`src/rtl/chip_sel_pkg.sv`:
```
package chip_sel_pkg;
  // Strobes from the qualifier control to the timing datapath
  typedef struct packed {
    logic goAsync;     // qualified async cycle with its strobe active
    logic goSync;      // qualified sync cycle inside the E-clock phase
    logic syncReq;     // qualified sync cycle, E-clock access pending
    logic ackInternal; // async mode with an internally generated ack
    logic fastTerm;    // fast-termination code selected
  } csStrobe_t;
endpackage

```
`src/rtl/chip_sel_ctrl.sv`:
```
module chip_sel_ctrl
  import chip_sel_pkg::*;
#(
  parameter int CODE_W = 4
) (
  input  logic              addrHit,
  input  logic              asN,
  input  logic              dsN,
  input  logic              rdWr,
  input  logic [1:0]        byteLanes,
  input  logic              eclkPhase,
  input  logic              port16,
  input  logic              optSync,
  input  logic [1:0]        optByte,
  input  logic [1:0]        optRw,
  input  logic              optStrobe,
  input  logic [CODE_W-1:0] optAck,
  output csStrobe_t         strobes
);
  localparam logic [CODE_W-1:0] CODE_EXT  = {CODE_W{1'b1}};
  localparam logic [CODE_W-1:0] CODE_FAST = CODE_EXT - 1'b1;

  logic rwOk, laneOk, qualified, strobeLive;

  always_comb begin
    unique case (optRw)
      2'b01:   rwOk = rdWr;
      2'b10:   rwOk = ~rdWr;
      2'b11:   rwOk = 1'b1;
      default: rwOk = 1'b0;
    endcase
  end

  always_comb begin
    if (!port16) begin
      laneOk = 1'b1;
    end else begin
      unique case (optByte)
        2'b01:   laneOk = byteLanes[0];
        2'b10:   laneOk = byteLanes[1];
        2'b11:   laneOk = |byteLanes;
        default: laneOk = 1'b0;
      endcase
    end
  end

  assign qualified  = addrHit & rwOk & laneOk;
  assign strobeLive = optStrobe ? ~dsN : ~asN;

  always_comb begin
    strobes.goAsync     = ~optSync & qualified & strobeLive;
    strobes.syncReq     = optSync & qualified & ~asN;
    strobes.goSync      = optSync & qualified & ~asN & eclkPhase;
    strobes.ackInternal = ~optSync & (optAck != CODE_EXT);
    strobes.fastTerm    = (optAck == CODE_FAST);
  end
endmodule

```
`src/rtl/chip_sel_dp.sv`:
```
module chip_sel_dp
  import chip_sel_pkg::*;
#(
  parameter int CODE_W = 4
) (
  input  logic              clk,
  input  logic              rstN,
  input  csStrobe_t         strobes,
  input  logic [CODE_W-1:0] optAck,
  output logic              csN,
  output logic              ackN,
  output logic              eclkReq
);
  localparam logic [CODE_W-1:0] CNT_MAX = {CODE_W{1'b1}};

  logic              activeQ;
  logic [CODE_W-1:0] waitCnt;
  logic [CODE_W-1:0] elapsed;
  logic              cycStart;
  logic              ackHit;

  assign cycStart = strobes.goAsync & ~activeQ;

  always_comb begin
    if (cycStart)
      elapsed = '0;
    else if (waitCnt == CNT_MAX)
      elapsed = CNT_MAX;
    else
      elapsed = waitCnt + 1'b1;
  end

  assign ackHit = strobes.fastTerm |
                  ({1'b0, elapsed} >= ({1'b0, optAck} + (CODE_W+1)'(1)));

  always_ff @(posedge clk or negedge rstN) begin
    if (!rstN) begin
      activeQ <= 1'b0;
      waitCnt <= '0;
      csN     <= 1'b1;
      ackN    <= 1'b1;
      eclkReq <= 1'b0;
    end else begin
      activeQ <= strobes.goAsync;
      waitCnt <= strobes.goAsync ? elapsed : '0;
      csN     <= ~(strobes.goAsync | strobes.goSync);
      ackN    <= ~(strobes.goAsync & strobes.ackInternal & ackHit);
      eclkReq <= strobes.syncReq;
    end
  end

  // acknowledge only inside an asserted chip-select
  a_r11_ack_inside_cs: assert property (@(posedge clk) disable iff (!rstN)
    !ackN |-> !csN);

  // fast termination acknowledges with the chip-select
  a_r7_fast_with_cs: assert property (@(posedge clk) disable iff (!rstN)
    (strobes.goAsync && strobes.ackInternal && strobes.fastTerm) |=> (!ackN && !csN));

  // no internal acknowledge for a synchronous access
  a_r9_sync_no_ack: assert property (@(posedge clk) disable iff (!rstN)
    strobes.goSync |=> (ackN && !csN));
endmodule

```
`src/rtl/chip_sel_opt.sv`:
```
module chip_sel_opt
  import chip_sel_pkg::*;
#(
  parameter int CODE_W = 4
) (
  input  logic              clk,
  input  logic              rstN,
  input  logic              addrHit,
  input  logic              asN,
  input  logic              dsN,
  input  logic              rdWr,
  input  logic [1:0]        byteLanes,
  input  logic              eclkPhase,
  input  logic              port16,
  input  logic              optSync,
  input  logic [1:0]        optByte,
  input  logic [1:0]        optRw,
  input  logic              optStrobe,
  input  logic [CODE_W-1:0] optAck,
  output logic              csN,
  output logic              ackN,
  output logic              eclkReq
);
  csStrobe_t strobes;

  chip_sel_ctrl #(.CODE_W(CODE_W)) i_ctrl (
    .addrHit(addrHit), .asN(asN), .dsN(dsN), .rdWr(rdWr),
    .byteLanes(byteLanes), .eclkPhase(eclkPhase), .port16(port16),
    .optSync(optSync), .optByte(optByte), .optRw(optRw),
    .optStrobe(optStrobe), .optAck(optAck), .strobes(strobes)
  );

  chip_sel_dp #(.CODE_W(CODE_W)) i_dp (
    .clk(clk), .rstN(rstN), .strobes(strobes), .optAck(optAck),
    .csN(csN), .ackN(ackN), .eclkReq(eclkReq)
  );

  // reserved direction code keeps the chip-select off
  a_r2_rw_reserved: assert property (@(posedge clk) disable iff (!rstN)
    (optRw == 2'b00) |=> csN);

  // lane field 00 on a 16-bit port keeps the chip-select off
  a_r3_lane_off: assert property (@(posedge clk) disable iff (!rstN)
    (port16 && optByte == 2'b00) |=> csN);

  // external-acknowledge code never acknowledges internally
  a_r8_ext_ack: assert property (@(posedge clk) disable iff (!rstN)
    (optAck == {CODE_W{1'b1}}) |=> ackN);

  // no pending E-clock flag in asynchronous mode
  a_r10_no_req_async: assert property (@(posedge clk) disable iff (!rstN)
    !optSync |=> !eclkReq);
endmodule

```
`config.mk`:
```
export PLATFORM = sky130hd
export DESIGN_NAME = chip_sel_opt
export DESIGN_NICKNAME = d
export VERILOG_FILES = /design/src/rtl/chip_sel_pkg.sv /design/src/rtl/chip_sel_ctrl.sv /design/src/rtl/chip_sel_dp.sv /design/src/rtl/chip_sel_opt.sv
export SDC_FILE = /design/constraint.sdc
export NUM_CORES = 1
export LEC_CHECK = 0
export BUFFER_PORTS_ARGS = -buffer_cell sky130_fd_sc_hd__buf_2
export CORE_AREA = 2 2 39 41
export CTS_CLUSTER_DIAMETER = 200
export DETAILED_ROUTE_END_ITERATION = 7
export DIE_AREA = 0 0 41 43
export PLACE_DENSITY = 0.68
export SETUP_SLACK_MARGIN = 0.15
export SYNTH_ARGS = -nofsm -noshare
export SYNTH_HDL_FRONTEND = slang
export SYNTH_SLANG_ARGS = --single-unit
```
`constraint.sdc`:
```
create_clock -name clk -period 5.5 [get_ports clk]
set_input_delay 0.825 -clock clk [delete_from_list [all_inputs] [get_ports clk]]
set_output_delay 0.825 -clock clk [all_outputs]
set_load 0.05 [all_outputs]
```
==> results of run 1 <==
-- worst register-to-register path: cells and delay by family, from the launching register on --
kind                       cells  cell delay, ps
and+or+nand+nor                1              80
adders and majority gates      2             580
DFF                            1             420
AOI/OAI and AO/OA              4             850
-- cell type report --
type	count	area (µm²)	share of cell area, %
sequential	8	203	29.8
tap	16	20.0	2.95
clock buffer	4	26.3	3.87
multi-input combinational	41	313	46.0
timing repair buffer	22	110	16.2
inverter	2	7.51	1.10
-- worst paths after layout --
check	slack (ps)	endpoint	cells after the start	from
worst max-delay path	2790	i_dp.ackN	10	rdWr
worst min register to register	510	i_dp.waitCnt[0]	1	i_dp.waitCnt[0]
worst max register to register	3450	i_dp.ackN	7	i_dp.waitCnt[0]
min in group clk	510	i_dp.waitCnt[0]	1	i_dp.waitCnt[0]
max in group asynchronous	4860	i_dp.ackN	1	rstN
worst min-delay path	390	i_dp.waitCnt[2]	1	rstN
-- state kept, by name, indices dropped and copies added (netlist names) --
signal,cells
i_dp.ackN,1
i_dp.activeQ,1
i_dp.csN,1
i_dp.eclkReq,1
i_dp.waitCnt,4
-- synthesized netlist by cell type, types with 2 or more instances --
library cell               n
sky130_fd_sc_hd__dfrtp_1   6
sky130_fd_sc_hd__nand2b_1  2
sky130_fd_sc_hd__dfstp_2   2
sky130_fd_sc_hd__ha_1      7
sky130_fd_sc_hd__mux2i_1   2
sky130_fd_sc_hd__nand3_1   5
sky130_fd_sc_hd__nor2_1    6
sky130_fd_sc_hd__a21oi_1   2
sky130_fd_sc_hd__inv_1     2
-- stage by stage --
step	power [W]	hold slack, ps	util, %	setup WS, ps	std cells
detailed placement	0.0000829	496	47.2	2500	89
global route	0.000139	393	49.1	2570	93
global placement	0.0000820	496	47.2	2580	89
CTS	0.000133	393	49.1	2760	93
finish	0.000131	389	49.1	2790	93
floorplan	0.0000716	469	-	2850	51
-- routing by layer --
layer | vias to the layer above | wire length, µm
met1 | 221 | 434
met3 | 2 | 44
li1 | 239 | -
met2 | 12 | 567
met5 | - | 0
met4 | 0 | 21
-- kinds of logic (layout without fill, tap and decap cells) --
logic type	Yosys count	in the layout	share of synthesized area (%)
flip-flops	8	8	38.8
XOR/XNOR	2	2	3.35
adder cells (fa/ha/maj)	7	7	16.7
AND/OR/NAND/NOR	19	19	20.3
AO/OA/AOI/OAI	10	10	13.4
multiplexers	3	3	5.98
buffers and inverters	2	28	1.44
-- power groups by stage --
stage | clock network (W) | logic (W) | registers (W)
CTS | 0.0000511 | 0.0000218 | 0.0000602
global route | 0.0000546 | 0.0000239 | 0.0000602
floorplan | 0 | 0.00000840 | 0.0000632
finish | 0.0000496 | 0.0000212 | 0.0000602
global placement | 0 | 0.0000208 | 0.0000612
detailed placement | 0 | 0.0000217 | 0.0000612
==> implementation parameters, run 1 <==
Parameter                              Value

Critical path
  CP Class    in -> reg
  CP max-delay cell    sky130_fd_sc_hd__nor4_1
  Slowest stage delay, CP    approximately 500 ps
  Worst path required time    approximately 5600 ps
  CP Capture Type    flip-flop
  Critical path peak fanout    4
  Data arrival time of the worst path    about 2900 ps
  Delay-heaviest family, CP    compound AO/OA/AOI/OAI gates
  Sort of element at the start of the critical path    primary input
  Critical path buffer and inverter count    1
  Cell chain of the critical path    buf_2 > mux2i_1 > a211o_1 > nor4_1 > a21o_1 > ha_1 > nand2b_1 > nand3_1 > a21boi_0 > o311ai_0

Clock network
  Insertion delay of the later-clocked pin in the worst-skew pair    260 ps
  Library cell used as clock root buffer    sky130_fd_sc_hd__clkbuf_4
  PostCTS Resize Cnt    0
  Clock transition time at the flip-flop clock pins of the worst setup and hold paths    60 ps
  TritonCTS clock tree    yes
  Number of setup buffers added after CTS    0
  # H-tree levels    1
  Count of clock tree sinks    8
  Hold buffers post-CTS    0
  Worst-case clock buffer depth    2
  Inserted Clock Buffers    3

Floorplanning
  Starting Density    a little under two fifths
  Placeable core region    about 1400 µm²
  Die outline height    between 40 and 50 µm
  I/O Pins    23
  Num rows    14
  Die area    about 1800 µm²
  Width of the die    41 µm

Global routing
  Met2 track demand over resource    22.2%
  GRT busiest layer    met2
  Vias in the first global route    around 420
  Grt ovf    0
  Initial antenna violation count    0
  Routing usage on met3    between 3 and 4%
  Global Route met1 Usage    about 16%
  Global-route wire length before repair    approximately 1600 µm
  Maximum number of pins on one net before global-route repair    9
  Total routing usage reported by global routing    13.5%

Yosys
  Netlist area before placement    523 µm²
  Yosys warnings    0
  Number of flops mapped to enable cells by yosys    0
  Net Count, Synth    78
  Top-area cell type share of the netlist area    approximately 29%
  Cells after Synth    slightly above 50
  Register bit total from synthesis    8
  Post-synth top area cell    sky130_fd_sc_hd__dfrtp_1
  Avg Inst Size Synth    around 10 µm²
  Proportion of synthesized flip-flops having asynchronous set or reset    100%
  Ys flop type    sky130_fd_sc_hd__dfrtp_1
  Leading post-synthesis cells by cell area    sky130_fd_sc_hd__dfrtp_1, sky130_fd_sc_hd__ha_1, sky130_fd_sc_hd__dfstp_2
  Count of distinct cell types in the synthesized netlist    26
  Sequential share of the synthesized area    38.8%

Power and ir drop
  Combinational fraction of design power    roughly 16%
  Switching share of power    around a quarter
  Clock share of power    between 30% and 40%
  Leakage    around 0.36 nW
  Worst vdd ir    between 70 and 80 µV
  Flop pwr share    roughly 46%
  Switching power    0.0000329 W
  Cell internal power dissipation    0.0000981 W
  Ratio of total power to cell area    roughly 190 nW/µm²

Finish
  Final #Nets    105
  Final Cell Area    679 µm²
  Area added between synthesis and finish    29.9%
  Leading cell type in the layout, fill and taps excluded    sky130_fd_sc_hd__buf_2
  Top library cells by usage in the layout, fill and taps aside    sky130_fd_sc_hd__buf_2, sky130_fd_sc_hd__ha_1, sky130_fd_sc_hd__nor2_1, sky130_fd_sc_hd__dfrtp_1, sky130_fd_sc_hd__nand3_1
  Filler cells    140
  Antenna diode count    0
  Fraction of final layout cells sized beyond drive strength 1    around two fifths

Drt
  Number of routed nets with antenna violations    0
  Routed len/inst    roughly 11 µm
  Final Routed Wirelength    ~1100 µm
  Routed via count divided by cell count    ~5.1
  Total number of vias    474
  Violation count after the first detailed-routing iteration    3
  Count of TritonRoute iterations in the first routing pass    2
  Detailed-route DRC error count    0

Outcome
  Result of the run    finished clean

STA
  Setup skew after layout    10.5 ps
  Minimum clock period after layout    approximately 2700 ps
  Total negative slack for setup checks    0 ps
  Pin slew with the least headroom to its limit    between 500 and 600 ps
  Count of endpoints failing hold in the final timing report    0
  Period utilization    49.3%
  RSZ-0062 raised after global routing    no
  Setup violations, final    0
  Achievable clock frequency    368 MHz
  Final number of max-transition violations    0
  Worst slew margin relative to its limit    63.0%

Min path
  Class of the worst hold path    in -> async

Placement
  Instance area at placement    653 µm²
  Weighted congestion reported at the end of routability-driven placement    0.705
  Number of I/O port buffers    22
  HPWL after detailed placement    roughly 910 µm

Run
  Count of max-cap constraint violations    0
(Power assumes the default switching activity.)
==> inputs of run 2 (changes only) <==
CORE_AREA = 2 2 40 42   (was 2 2 39 41)
DIE_AREA = 0 0 42 44   (was 0 0 41 43)
clock period = 2.44 ns   (was 5.5 ns; I/O delays follow)
==> implementation parameters, run 2 (synthesized netlist as in run 1, its figures left out) <==
Parameter                              Value

Critical path
  Critical path buffer and inverter count    2 (+1)
  CP Capture Type    flip-flop
  Cell chain of the critical path    buf_2 > mux2i_1 > a211o_1 > nor4_1 > buf_4 > a21o_1 > ha_1 > nand2b_1 > nand3_1 > a21boi_0 > o311ai_1
  Slowest stage delay, CP    310 ps (-190 ps)
  Worst path required time    2600 ps (-3040 ps)
  Worst reg2reg startpoint    i_dp.waitCnt[0]
  Data arrival time of the worst path    2170 ps (-680 ps)
  Crit. Startpoint    rdWr
  Delay-heaviest family, CP    compound AO/OA/AOI/OAI gates
  CP max-delay cell    sky130_fd_sc_hd__a211o_1
  CP Class    in -> reg
  Sort of element at the start of the critical path    primary input
  Critical path peak fanout    4 (unchanged)

STA
  RSZ-0062 raised after global routing    no
  Post-route worst setup slack    428 ps (-2360 ps)
  Pin slew with the least headroom to its limit    385 ps (-164 ps)
  Period utilization    roughly 82%
  Setup violations, final    0 (unchanged)
  Count of endpoints failing hold in the final timing report    0 (unchanged)
  Final number of max-transition violations    0 (unchanged)
  Total negative slack for setup checks    0 ps (unchanged)
  Achievable clock frequency    around 500 MHz
  Worst slew margin relative to its limit    74.1% (+11 points)
  Minimum clock period after layout    2010 ps
  Setup skew after layout    7.52 ps (-2.96 ps)

Drt
  Total number of vias    479 (+1.1%)
  Routed len/inst    10.9 µm (-5.3%)
  Detailed-route DRC error count    0 (unchanged)
  Number of routed nets with antenna violations    0 (unchanged)
  Count of TritonRoute iterations in the first routing pass    4 (+2)
  Final Routed Wirelength    1030 µm (-3.3%)
  Violation count after the first detailed-routing iteration    7 (+4)
  Routed via count divided by cell count    5.04 (-1.1%)

Clock network
  Number of setup buffers added after CTS    0 (unchanged)
  Insertion delay of the later-clocked pin in the worst-skew pair    260 ps (about the same)
  Inserted Clock Buffers    3 (unchanged)
  Clock transition time at the flip-flop clock pins of the worst setup and hold paths    60 ps (about the same)
  Library cell used as clock root buffer    sky130_fd_sc_hd__clkbuf_4
  TritonCTS clock tree    yes
  Count of clock tree sinks    8 (unchanged)
  # H-tree levels    1 (unchanged)
  Worst-case clock buffer depth    2 (unchanged)

Power and ir drop
  Combinational fraction of design power    16.6% (+0.4 points)
  Worst vdd ir    213 µV (+190%)
  Switching power    0.0000775 W (+140%)
  Leakage    0.365 nW (+2.8%)
  Switching share of power    25.8% (+0.68 points)
  Cell internal power dissipation    0.000223 W (+130%)
  Flop pwr share    45.1% (-0.8 points)
  Clock share of power    38.3% (+0.4 points)
  Ratio of total power to cell area    431 nW/µm² (+120%)

Run
  Count of max-cap constraint violations    0 (unchanged)

Finish
  Area added between synthesis and finish    33.3%
  Top library cells by usage in the layout, fill and taps aside    sky130_fd_sc_hd__buf_2, sky130_fd_sc_hd__ha_1, sky130_fd_sc_hd__nor2_1, sky130_fd_sc_hd__dfrtp_1, sky130_fd_sc_hd__nand3_1
  Leading cell type in the layout, fill and taps excluded    sky130_fd_sc_hd__buf_2
  Fraction of final layout cells sized beyond drive strength 1    39.2% (+0.28 points)
  Antenna diode count    0 (unchanged)
  Final #Nets    107 (+1.9%)
  Non-filler instance count after layout    95 (+2.2%)
  Register with the most flip-flops    i_dp.waitCnt
  Flip-flop count of the largest register, all copies and words added    4 (unchanged)

Placement
  Worst-case setup slack after placement    90.3 ps (-2410 ps)
  HPWL after detailed placement    862 µm (-5.7%)
  Placed cells    90 (+1.1%)
  Weighted congestion reported at the end of routability-driven placement    0.705 (about the same)
  Number of I/O port buffers    22 (unchanged)

Min path
  Class of the worst hold path    in -> reg
  Startpoint of the most critical hold path    eclkPhase

Global routing
  Total routing usage reported by global routing    13.1% (-0.47 points)
  Vias in the first global route    431 (+3.1%)
  Global-route wire length before repair    1720 µm (+7.4%)
  Maximum number of pins on one net before global-route repair    9 (unchanged)
  Grt ovf    0 (unchanged)
  Initial antenna violation count    0 (unchanged)

Floorplanning
  Die outline height    44 µm (+2.3%)
  Num rows    14 (unchanged)
  Starting Density    36.9% (-0.93 points)
  Width of the die    42 µm (+2.4%)
  I/O Pins    23 (unchanged)
  Placeable core region    1420 µm² (+2.5%)
  Die area    1850 µm² (+4.8%)

Outcome
  Result of the run    finished clean
[run 2: changes by cell type in the layout (fill, tap and decap cells not counted), sizes merged]
cell         delta
dlygate4sd3     +1
buf             +1
[run 2: layout make-up]
cell class                 count  area (µm²)
fill                         139         722
multi-input combinational     41         313
sequential                     8         203
timing repair buffer          24         128
clock buffer                   4        26.3
tap                           16        20.0
inverter                       2        7.51
[run 2: worst reg2reg max path: cells and delay by family, from the launching register on]
| family | cells | cell delay, ps |
|---|---|---|
| fa+ha+maj | 2 | 590 |
| simple gates | 1 | 70 |
| compound gates | 4 | 740 |
| flops | 1 | 430 |
[run 2: repair_timing]
| action | in CTS | in global routing |
|---|---|---|
| endpoints found under the hold margin | 6 | 0 |
| setup endpoints to repair | 0 | 1 |
| gates resized for setup | 0 | 1 |
| hold buffers | 1 | 0 |
[run 2: path summary, 6_finish.rpt]
path | endpoint | slack, ps | depth (start not counted)
max in group asynchronous | i_dp.ackN | 1720 | 2
max | i_dp.ackN | 430 | 11
max reg2reg | i_dp.ackN | 500 | 7
min in group asynchronous | i_dp.waitCnt[2] | 470 | 2
min reg2reg | i_dp.waitCnt[0] | 520 | 1
min | i_dp.csN | 240 | 2
[run 2: metal layers]
layer  track usage (%)  share of wire [%]
met1              15.7                 45
met2              19.1                 47
met3              2.50                3.4
met4              13.5                4.3
met5                 0                  0
[run 2: stage by stage]
step | hold slack, ps | cell area [µm²] | total power (W) | utilization [%]
2_1_floorplan | 70.4 | 523 | 0.000162 | -
3_3_place_gp | 221 | 661 | 0.000186 | 46.6
3_5_place_dp | 221 | 661 | 0.000187 | 46.6
4_1_cts | 229 | 697 | 0.000305 | 49.1
5_1_grt | 239 | 697 | 0.000321 | 49.1
6_report | 235 | 697 | 0.000300 | 49.1
[run 2: power by group through the flow]
stage / Sequential (W) / Clock, W / Combinational (W)
4_1_cts: 0.000136 / 0.000119 / 0.0000503
2_1_floorplan: 0.000143 / 0 / 0.0000189
6_report: 0.000136 / 0.000115 / 0.0000499
3_3_place_gp: 0.000138 / 0 / 0.0000479
5_1_grt: 0.000136 / 0.000128 / 0.0000567
3_5_place_dp: 0.000138 / 0 / 0.0000490
